File: src/rtl/srec_pkg.sv
package srec_pkg;

   typedef enum logic [3:0] {
      ST_SKIP,
      ST_TYPE,
      ST_LENH,
      ST_LENL,
      ST_ADDR,
      ST_DATH,
      ST_DATL,
      ST_CKH,
      ST_CKL,
      ST_HALT
   } srec_state_e;

   localparam logic [7:0] CH_CR = 8'h0D;
   localparam logic [7:0] CH_LF = 8'h0A;
   localparam logic [7:0] CH_SP = 8'h20;
   localparam logic [7:0] CH_S  = 8'h53;

endpackage

File: src/rtl/srec_nibble.sv
module srec_nibble (
   input  logic [7:0] ch,
   output logic [3:0] nib
);
   logic [7:0] adj;

   always_comb begin
      adj = ch[6] ? (ch + 8'd9) : ch;
      nib = adj[3:0];
   end
endmodule

File: src/rtl/srec_layout.sv
module srec_layout (
   input  logic [3:0] rtype,
   output logic [3:0] addr_chars,
   output logic       stores,
   output logic       sizes,
   output logic       ends
);
   always_comb begin
      unique case (rtype)
         4'd1, 4'd9: addr_chars = 4'd4;
         4'd2, 4'd8: addr_chars = 4'd6;
         4'd3, 4'd7: addr_chars = 4'd8;
         default:    addr_chars = 4'd0;
      endcase
      stores = (rtype == 4'd1) || (rtype == 4'd2) || (rtype == 4'd3) ||
               (rtype == 4'd7) || (rtype == 4'd8) || (rtype == 4'd9);
      sizes  = (rtype < 4'd7);
      ends   = !sizes;
   end
endmodule

File: src/rtl/srec_sum.sv
module srec_sum (
   input  logic       clk,
   input  logic       clr,
   input  logic       load_en,
   input  logic [7:0] load_val,
   input  logic       add_en,
   input  logic [7:0] add_val,
   output logic [7:0] sum
);
   always_ff @(posedge clk) begin
      if (clr)          sum <= 8'd0;
      else if (load_en) sum <= load_val;
      else if (add_en)  sum <= sum + add_val;
   end
endmodule

File: src/rtl/srec_stream_decoder.sv
module srec_stream_decoder #(
   parameter int ADDR_W = 32,
   parameter int OFF_W  = 32
) (
   input  logic              clk,
   input  logic              rst_n,
   input  logic              restart,
   input  logic              in_valid,
   input  logic [7:0]        in_char,
   output logic              in_ready,
   output logic              wr_en,
   output logic [OFF_W-1:0]  wr_off,
   output logic [7:0]        wr_data,
   output logic [OFF_W-1:0]  image_size,
   output logic              base_valid,
   output logic [ADDR_W-1:0] load_base,
   output logic              done,
   output logic [ADDR_W-1:0] start_addr,
   output logic              err_nos,
   output logic              err_sum,
   output logic [ADDR_W-1:0] err_addr
);
   import srec_pkg::*;

   localparam int MAX_ACH = 8;
   localparam int ACNT_W  = $clog2(MAX_ACH + 1);

   generate
      if (ADDR_W < 4 * MAX_ACH) begin : g_bad_addr_w
         $error("ADDR_W must hold the widest address field");
      end
      if (OFF_W > ADDR_W || OFF_W < 8) begin : g_bad_off_w
         $error("OFF_W must lie between 8 and ADDR_W");
      end
   endgenerate

   srec_state_e       state_q;
   logic [3:0]        rtype_q;
   logic [3:0]        hi_q;
   logic [ACNT_W-1:0] acnt_q;
   logic [7:0]        dbytes_q;
   logic [ADDR_W-1:0] rec_addr_q;
   logic [OFF_W-1:0]  cur_off_q;

   logic [3:0]        nib;
   logic [3:0]        addr_chars;
   logic              rec_stores, rec_sizes, rec_ends;
   logic [7:0]        sum;
   logic              clr;
   logic              take;
   logic [7:0]        pair_byte;
   logic [8:0]        dtmp;
   logic [7:0]        dbytes_calc;
   logic [ADDR_W-1:0] addr_shift;
   logic              hdr_fin;
   logic [ADDR_W-1:0] a_fin;
   logic              first_base;
   logic [ADDR_W-1:0] eff_base;
   logic [ADDR_W-1:0] off_full;
   logic [OFF_W-1:0]  off0;
   logic              sum_load, sum_add;
   logic [7:0]        sum_val;
   logic              is_blank;

   srec_nibble u_nib (
      .ch  (in_char),
      .nib (nib)
   );

   srec_layout u_lay (
      .rtype      (rtype_q),
      .addr_chars (addr_chars),
      .stores     (rec_stores),
      .sizes      (rec_sizes),
      .ends       (rec_ends)
   );

   always_comb begin
      clr         = !rst_n || restart;
      in_ready    = (state_q != ST_HALT);
      take        = in_valid && in_ready;
      pair_byte   = {hi_q, nib};
      dtmp        = {1'b0, pair_byte} - 9'd1 - {6'd0, addr_chars[3:1]};
      dbytes_calc = dtmp[8] ? 8'd0 : dtmp[7:0];
      addr_shift  = {rec_addr_q[ADDR_W-5:0], nib};
      hdr_fin     = take && (((state_q == ST_LENL) && (addr_chars == 4'd0)) ||
                             ((state_q == ST_ADDR) && (acnt_q == ACNT_W'(1))));
      a_fin       = (state_q == ST_ADDR) ? addr_shift : '0;
      first_base  = !base_valid && (rtype_q != 4'd0);
      eff_base    = first_base ? a_fin : load_base;
      off_full    = a_fin - eff_base;
      off0        = off_full[OFF_W-1:0];
      is_blank    = (in_char == CH_CR) || (in_char == CH_LF) || (in_char == CH_SP);
      sum_load    = take && (state_q == ST_LENL);
      sum_add     = take && (((state_q == ST_ADDR) && acnt_q[0]) || (state_q == ST_DATL));
      sum_val     = (state_q == ST_ADDR) ? {rec_addr_q[3:0], nib} : pair_byte;
   end

   srec_sum u_sum (
      .clk      (clk),
      .clr      (clr),
      .load_en  (sum_load),
      .load_val (pair_byte),
      .add_en   (sum_add),
      .add_val  (sum_val),
      .sum      (sum)
   );

   always_ff @(posedge clk) begin
      if (clr) begin
         state_q    <= ST_SKIP;
         rtype_q    <= 4'd0;
         hi_q       <= 4'd0;
         acnt_q     <= '0;
         dbytes_q   <= 8'd0;
         rec_addr_q <= '0;
         cur_off_q  <= '0;
         wr_en      <= 1'b0;
         wr_off     <= '0;
         wr_data    <= 8'd0;
         image_size <= '0;
         base_valid <= 1'b0;
         load_base  <= '0;
         done       <= 1'b0;
         start_addr <= '0;
         err_nos    <= 1'b0;
         err_sum    <= 1'b0;
         err_addr   <= '0;
      end else begin
         wr_en <= 1'b0;
         if (hdr_fin) begin
            if (first_base) begin
               load_base  <= a_fin;
               base_valid <= 1'b1;
            end
            cur_off_q <= off0;
            if (rec_sizes) image_size <= off0;
         end
         if (take) begin
            unique case (state_q)
               ST_SKIP: begin
                  if (in_char == CH_S) begin
                     state_q <= ST_TYPE;
                  end else if (!is_blank) begin
                     err_nos <= 1'b1;
                     state_q <= ST_HALT;
                  end
               end
               ST_TYPE: begin
                  rtype_q <= nib;
                  state_q <= ST_LENH;
               end
               ST_LENH: begin
                  hi_q    <= nib;
                  state_q <= ST_LENL;
               end
               ST_LENL: begin
                  dbytes_q   <= dbytes_calc;
                  acnt_q     <= ACNT_W'(addr_chars);
                  rec_addr_q <= '0;
                  if (addr_chars != 4'd0)      state_q <= ST_ADDR;
                  else if (dbytes_calc != 8'd0) state_q <= ST_DATH;
                  else                          state_q <= ST_CKH;
               end
               ST_ADDR: begin
                  rec_addr_q <= addr_shift;
                  acnt_q     <= acnt_q - ACNT_W'(1);
                  if (acnt_q == ACNT_W'(1)) begin
                     state_q <= (dbytes_q != 8'd0) ? ST_DATH : ST_CKH;
                  end
               end
               ST_DATH: begin
                  hi_q    <= nib;
                  state_q <= ST_DATL;
               end
               ST_DATL: begin
                  if (rec_stores) begin
                     wr_en   <= 1'b1;
                     wr_off  <= cur_off_q;
                     wr_data <= pair_byte;
                  end
                  cur_off_q <= cur_off_q + OFF_W'(1);
                  if (rec_sizes) image_size <= cur_off_q + OFF_W'(1);
                  dbytes_q <= dbytes_q - 8'd1;
                  state_q  <= (dbytes_q == 8'd1) ? ST_CKH : ST_DATH;
               end
               ST_CKH: begin
                  hi_q    <= nib;
                  state_q <= ST_CKL;
               end
               ST_CKL: begin
                  if (~sum != pair_byte) begin
                     err_sum  <= 1'b1;
                     err_addr <= rec_addr_q;
                     state_q  <= ST_HALT;
                  end else if (rec_ends) begin
                     done       <= 1'b1;
                     start_addr <= rec_addr_q;
                     state_q    <= ST_HALT;
                  end else begin
                     state_q <= ST_SKIP;
                  end
               end
               default: state_q <= ST_HALT;
            endcase
         end
      end
   end

endmodule

File: config.mk
export PLATFORM = sky130hd
export DESIGN_NAME = srec_stream_decoder
export DESIGN_NICKNAME = d
export VERILOG_FILES = /design/src/rtl/srec_pkg.sv /design/src/rtl/srec_nibble.sv /design/src/rtl/srec_layout.sv /design/src/rtl/srec_sum.sv /design/src/rtl/srec_stream_decoder.sv
export SDC_FILE = /design/constraint.sdc
export NUM_CORES = 1
export LEC_CHECK = 0
export BUFFER_PORTS_ARGS = -buffer_cell sky130_fd_sc_hd__buf_2
export CAP_MARGIN = 20
export CORE_ASPECT_RATIO = 2
export CORE_MARGIN = 4
export CORE_UTILIZATION = 48
export DETAILED_ROUTE_END_ITERATION = 16
export GPL_TIMING_DRIVEN = 1
export PLACE_DENSITY = 0.68
export SKIP_LAST_GASP = 1
export SYNTH_ARGS = -nofsm -noshare
export SYNTH_HDL_FRONTEND = slang
export SYNTH_SLANG_ARGS = --single-unit
File: constraint.sdc
create_clock -name clk -period 3.5 [get_ports clk]
set_input_delay 0.525 -clock clk [delete_from_list [all_inputs] [get_ports clk]]
set_output_delay 0.525 -clock clk [all_outputs]
set_load 0.1 [all_outputs]
# ---- Word-level counts from Yosys, hierarchy flattened
# Cells that the tools add are included.
dict set report classes {
  add_sub_neg 8
  order_cmp 1
  n_eq_ne 24
  mux 30
  bitwise 7
  n_reduce_logical 44
}
# op n
set op_table {}
lappend op_table {{32-bit 2-to-1 mux} 10}
lappend op_table {{32-bit case mux with 2 select lines} 1}
lappend op_table {{4-bit case mux with 9 select lines} 1}
lappend op_table {{32-bit by 1-bit adder with 32-bit output, second input constant} 1}
lappend op_table {{8-bit 2-to-1 mux} 4}
lappend op_table {{32-bit subtractor} 1}
lappend op_table {{4-bit 2-to-1 mux} 6}
lappend op_table {{4-bit by 3-bit == test with 1-bit output, second input constant} 5}
lappend op_table {{4-bit by 2-bit == test with 1-bit output, second input constant} 4}
lappend op_table {{8-bit by 4-bit == test with 1-bit output, second input constant} 2}
lappend op_table {{8-bit case mux with 2 select lines} 1}
lappend op_table {{8-bit nonzero test} 2}
lappend op_table {{4-bit by 1-bit == test with 1-bit output, second input constant} 3}
lappend op_table {{4-bit == test, second input constant} 3}
lappend op_table {{4-bit case mux with 3 select lines} 1}
lappend op_table {{1-bit logical OR} 10}
lappend op_table {{2-bit AND reduction} 5}
lappend op_table {{3-bit AND reduction} 3}
lappend op_table {{8-bit by 1-bit subtractor with 9-bit output, second input constant} 1}
lappend op_table {{9-bit by 3-bit subtractor with 9-bit output} 1}
lappend op_table {{8-bit adder} 1}
lappend op_table {{8-bit by 1-bit == test with 1-bit output, second input constant} 1}
lappend op_table {{8-bit by 6-bit == test with 1-bit output, second input constant} 1}
lappend op_table {{8-bit by 7-bit == test with 1-bit output, second input constant} 1}
lappend op_table {{21 further kinds} 45}
dict set report totals {
  reg_bits 269
  input_bits 12
  output_inout_bits 174
}

# ---- Logic depth before layout (Yosys ltp)
dict set report depth {
  ltp_word 11
  mapped_depth 19
  depth_no_buf 16
}

# ---- Modules after synthesis
# Synthesis repeated with hierarchy kept, for this count alone.
dict set report unflattened {
  cells_unflattened 1983
  hier_area_um2 15269.6
}
# mod n_inst cells_each area_each_um2
set by_module_without_submodules {}
lappend by_module_without_submodules {srec_stream_decoder 1 1866 14308.7}
lappend by_module_without_submodules {srec_sum 1 90 753.2}
lappend by_module_without_submodules {srec_layout 1 17 121.4}
lappend by_module_without_submodules {srec_nibble 1 10 86.3}

# ---- Worst setup path before layout
# No wires, ideal clock.
dict set report synth_path {
  kind {register to register}
  startpoint {register base_valid}
  endpoint {register cur_off_q[29]}
  setup_time_ns 0.130
  t_arrival_ns 3.731
  slack_ns -0.361
  stages_incl_launch_ff 14
  path_buffers 1
  synth_period_minus_slack_ns 3.861
  cell_sequence {dfxtp_1 > a21o_1 > clkbuf_1 > a21oi_1 > ha_1 > nor2b_1 > o31a_1 > o31a_1 > o2bb2a_4 > a31oi_4 > a32o_1 > a211oi_2 > xor2_1 > o22ai_1}
}
dict set report synth_between {
  elab_chain_cells 7
}
# element line
set synth_rtl {}
lappend synth_rtl {{start, declared} srec_stream_decoder.sv:15} ;# output logic base_valid,
lappend synth_rtl {{start signal, assigned} srec_stream_decoder.sv:122} ;# base_valid <= 1'b0;
lappend synth_rtl {{start signal, assigned} srec_stream_decoder.sv:134} ;# base_valid <= 1'b1;
lappend synth_rtl {{1-bit logical NOT *} srec_stream_decoder.sv:89} ;# first_base = !base_valid && (rtype_q != 4'd0);
lappend synth_rtl {{1-bit logical AND *} srec_stream_decoder.sv:89}
lappend synth_rtl {{32-bit 2-to-1 mux *} srec_stream_decoder.sv:90} ;# eff_base = first_base ? a_fin : load_base;
lappend synth_rtl {{32-bit subtractor *} srec_stream_decoder.sv:91} ;# off_full = a_fin - eff_base;
lappend synth_rtl {{32-bit 2-to-1 mux *} srec_stream_decoder.sv:131} ;# if (hdr_fin) begin
lappend synth_rtl {{32-bit 2-to-1 mux} srec_stream_decoder.sv:140} ;# unique case (state_q)
lappend synth_rtl {{32-bit 2-to-1 mux *} srec_stream_decoder.sv:139} ;# if (take) begin
lappend synth_rtl {{end signal, assigned} srec_stream_decoder.sv:182} ;# cur_off_q <= cur_off_q + OFF_W'(1);
lappend synth_rtl {{end, declared} srec_stream_decoder.sv:43} ;# logic [OFF_W-1:0] cur_off_q;
# Mark *: on every way between the ends. The rest lies on a longest branch, timed or not.
# A chain may end at the register's enable or synchronous reset.

# ---- Final worst setup path
dict set report layout_path {
  startpoint {register state_q[3]}
  endpoint {register image_size[24]}
}
dict set report layout_between {
  elab_chain_cells 9
  elab_cells_between_ends 17
}
# element line
set layout_rtl {}
lappend layout_rtl {{start, declared} srec_stream_decoder.sv:37} ;# srec_state_e state_q;
lappend layout_rtl {{start signal, assigned} srec_stream_decoder.sv:169} ;# state_q <= (dbytes_q != 8'd0) ? ST_DATH : ST_CKH;
lappend layout_rtl {{start signal, assigned} srec_stream_decoder.sv:185} ;# state_q <= (dbytes_q == 8'd1) ? ST_CKH : ST_DATH;
lappend layout_rtl {{4-bit by 3-bit == test with 1-bit output *} srec_stream_decoder.sv:88} ;# a_fin = (state_q == ST_ADDR) ? addr_shift : '0;
lappend layout_rtl {{32-bit 2-to-1 mux *} srec_stream_decoder.sv:88}
lappend layout_rtl {{net a_fin[8]} srec_stream_decoder.sv:56} ;# logic [ADDR_W-1:0] a_fin;
lappend layout_rtl {{32-bit 2-to-1 mux} srec_stream_decoder.sv:90}
lappend layout_rtl {{32-bit subtractor *} srec_stream_decoder.sv:91}
lappend layout_rtl {{32-bit 2-to-1 mux *} srec_stream_decoder.sv:137} ;# if (rec_sizes) image_size <= off0;
lappend layout_rtl {{32-bit 2-to-1 mux *} srec_stream_decoder.sv:131}
lappend layout_rtl {{32-bit 2-to-1 mux} srec_stream_decoder.sv:183} ;# if (rec_sizes) image_size <= cur_off_q + OFF_W'(1);
lappend layout_rtl {{32-bit 2-to-1 mux} srec_stream_decoder.sv:140}
lappend layout_rtl {{32-bit 2-to-1 mux *} srec_stream_decoder.sv:139}
lappend layout_rtl {{end signal, assigned} srec_stream_decoder.sv:183}
lappend layout_rtl {{end, declared} srec_stream_decoder.sv:14} ;# output logic [OFF_W-1:0] image_size,
# Mark *: on every way through the listed nets, which the timed path passes. The rest lies on a longest branch.

==> summary.md <==
| Metric | Value |
|---|---|
| Status | complete, no violations |
| RSZ-0062 raised after global routing | true |
| Layout area overhead | 20.4% |
| Critical Path End Type | flip-flop |
| Width of the die | 128 um |
| Seq cells post-synth | 269 |
| Final setup fails | 0 |
| ANT cells | 0 |
| Vias per cell | 5.80 |
| Min Hold Slack | 0.408 ns |
| Async set-or-reset flop fraction in the synthesized netlist | 0% |
| CTS tree | built |
| Clk buf depth | 3 |
| Logic gate share of total power | 5.8% |
| Switching Share | 23.5% |
| Initial Util | 49.0% |
| Initial antenna violation count | 0 |
| Post-synth EDFFs | 0 |
| Total Wirelength | 44.3 mm |
| Pwr dens | 378 nW/um^2 |
| CTS H-tree depth | 1 |
| Die area | 31800 sq um |
| Synth Area per Inst | 7.79 sq um |
| Ys flop type | dfxtp_1 |
| Internal | 4.83 mW |
| Hpwl dp | 32.6 mm |
| Vias in the first global route | 13100 |
| Nets | 2041 |
| Port Buffers | 185 |
| Num Clock Sinks | 269 |
| Clk pwr share | 45.5% |
| DRC errors left | 0 |
| Clock skew | 0.0176 ns |
| Distinct cell type count after synthesis | 74 |
| Fmax achieved | 295 MHz |
| Sequential Power Share | 48.6% |
| Min-delay worst type | primary input to flip-flop |
| Leak | 6.66 nW |
| Reg-to-Reg Start | state_q[3] |
| Global route overflow | 0 |
| Layout cell share with drive strength beyond 1 | 19.4% |
| Worst-margin pin slew | 0.812 ns |
| Worst endpoint required time | 3.97 ns |
| Iter 0 DRT Violations | 895 |
| Largest net degree at the start of global routing | 93 |
| Yosys warns | 0 |
| Post-DRT Antenna Nets | 0 |
| Site Rows | 87 |
| Clk pin slew, worst setup/hold paths | 0.07 ns |
| Number of vias in the routed layout | 13600 |
| Gr usage total | 26.8% |
| First-pass GRT wire length | 69.5 mm |
| Clock Latency Late Sink | 0.55 ns |
| Total CTS buffers | 25 |
| Routability Congestion | 0.905 |
| Die height | 248 um |
| Final Cycle Share | 96.8% |
| Worst Min Path Start | restart |
| Final Hold Viols | 0 |
| Wirelength per Cell | 18.8 um |
| Post-layout minimum cycle time | 3.39 ns |
| Slew HR | 45.7% |
| Sequential area share after synthesis | 38.8% |
| Core area | 28300 sq um |
| Maxcap violations | 0 |
| Worst EP arrival | 3.85 ns |
| Sw Pwr | 1.49 mW |
| Syn_nets | 1845 |
| Overall Power | 6.31 mW |
| Final Max Tran Viols | 0 |
| IO Count | 186 |
| Startpoint Class | flip-flop |
| Critical path type | flip-flop to flip-flop |
| Critical path peak fanout | 15 |
| DR pass1 iterations | 5 |
| Mapped Area | 13900 sq um |
| Synth Instances | 1780 |
| CTS Hold Bufs | 0 |
| Root buffer cell | clkbuf_16 |
| Peak supply drop | 0.000340 V |
| CP Launch Point | state_q[3] |
-- registers in the layout, indices dropped and copies added (netlist names), 4 cells and up, named ones only --
register	cells
rtype_q	4
state_q	4
start_addr	32
hi_q	4
dbytes_q	8
image_size	31
cur_off_q	32
err_addr	32
wr_data	8
acnt_q	4
rec_addr_q	32
load_base	32
wr_off	32
u_sum.sum	8
-- metal layers --
metal / GRT usage [%] / vias to the layer above / share of wire, %
li1: - / 6607 / -
met1: 30.5 / 6482 / 39
met2: 48.0 / 419 / 51
met3: 3.97 / 109 / 5.3
met4: 13.6 / 0 / 5.0
met5: 0 / - / 0
-- final timing paths --
kind,cells past startpoint,endpoint,slack [ns]
max,16,image_size[24],0.11
min,4,cur_off_q[0],0.41
max reg2reg,16,image_size[24],0.11
min reg2reg,2,start_addr[12],0.45
-- logic make-up (layout without fill, tap and decap cells) --
kind of cell             count (synthesis)  after routing  share of synthesized area [%]
flip-flops                             269            269                           38.8
XOR/XNOR                                72             72                           4.55
adder cells (fa/ha/maj)                 53             53                           4.94
AND/OR/NAND/NOR                        687            687                           21.6
buffers and inverters                  154            367                           4.47
multiplexers                            34             34                           2.45
AO/OA/AOI/OAI                          511            511                           23.1
-- timing repair --
action,CTS,global route
buffers inserted,0,8
gates resized for setup,2,22
pin swaps,0,12
gates cloned,0,1
endpoints found under the setup margin,4,36
-- placed cells by master, fill, tap and decap left out, types with 6 or more instances in the layout --
cell type / synthesis / routed
o21ai_0: 84 / 80
a32oi_1: 9 / 9
nand2_1: 343 / 342
buf_2: 33 / 185
o21ai_1: 8 / 10
a22oi_1: 39 / 39
and2_1: 32 / 32
inv_1: 28 / 28
clkbuf_16: 0 / 27
nand2b_1: 9 / 8
a221oi_1: 7 / 6
a31oi_1: 22 / 21
o211ai_1: 8 / 8
and3_1: 14 / 13
buf_4: 0 / 98
nand3_1: 25 / 24
buf_12: 0 / 9
a21oi_1: 198 / 195
nor2b_1: 9 / 8
o22ai_1: 10 / 10
a211oi_1: 52 / 51
ha_1: 50 / 49
a21o_1: 16 / 16
o21a_1: 11 / 11
xnor2_1: 42 / 41
nor3b_1: 6 / 6
mux2i_1: 34 / 31
dfxtp_1: 269 / 268
nor2_1: 182 / 176
nand4_1: 11 / 11
nor3_1: 25 / 23
xor2_1: 30 / 29
clkbuf_8: 0 / 6
-- stage by stage --
step	instances	area, sq um	worst slack, ns	util, %	TNS (ns)
floorplan	1780	13900	0.00436	-	0
global placement	2296	15700	-0.273	55.3	-4.05
detailed placement	2296	15700	-0.365	55.3	-7.34
CTS	2340	16500	0.0130	58.4	0
global route	2349	16700	-0.0489	59.0	-0.138
finish	2349	16700	0.113	59.0	0
-- cell usage after synthesis, types with 4 or more instances --
cell	number	area share, %
nand2_1	343	9.3
dfxtp_1	269	39
nand2b_1	9	0.41
nor2_1	182	4.9
nor4_1	4	0.18
or3_1	4	0.18
xor2_1	30	1.9
nand4_1	11	0.50
o22ai_1	10	0.45
a211oi_1	52	2.8
a22oi_1	39	2.1
buf_2	33	1.2
a21o_1	16	0.87
nor3b_1	6	0.32
o211ai_1	8	0.43
nor3_1	25	0.90
clkbuf_1	91	2.5
a221oi_1	7	0.44
o21ai_0	84	3.0
a32oi_1	9	0.57
ha_1	50	4.5
a31oi_1	22	0.99
o21a_1	11	0.60
o31a_1	5	0.32
and2_1	32	1.4
nor2b_1	9	0.41
nand3_1	25	0.90
o21ai_1	8	0.29
xnor2_1	42	2.7
a21oi_1	198	7.1
mux2i_1	34	2.5
and3_1	14	0.63
inv_1	28	0.76
a211oi_2	4	0.36
and4_1	4	0.25
-- power groups by stage --
stage	clock (mW)	sequential [mW]	combinational (mW)
5_1_grt	3.05	3.07	0.400
6_report	2.87	3.07	0.368
3_5_place_dp	0	3.14	0.357
4_1_cts	2.93	3.07	0.359
2_1_floorplan	0	3.15	0.221
3_3_place_gp	0	3.14	0.353
-- cell type report --
class	count	area (sq um)
clock buffer	34	741
clock inverter	10	113
multi-input combinational	1357	8030
timing repair buffer	294	1880
sequential	269	5390
tap	356	445
fill	2682	11600
inverter	29	109
-- worst max-delay path, cell delays in order, from the launching register on --
cell and delay (ns):
dfxtp_1 0.34, nor2_4 0.12, and3_4 0.25, buf_12 0.15, and2_1 0.16, mux2i_1 0.12, ha_1 0.33, nand3_1 0.11
or2_4 0.29, a211oi_2 0.21, nor3_2 0.07, buf_4 0.15, a211o_1 0.30, a21boi_2 0.20, xor2_2 0.20, nor2_1 0.08
nor4_2 0.23
(Power assumes the default switching activity.)
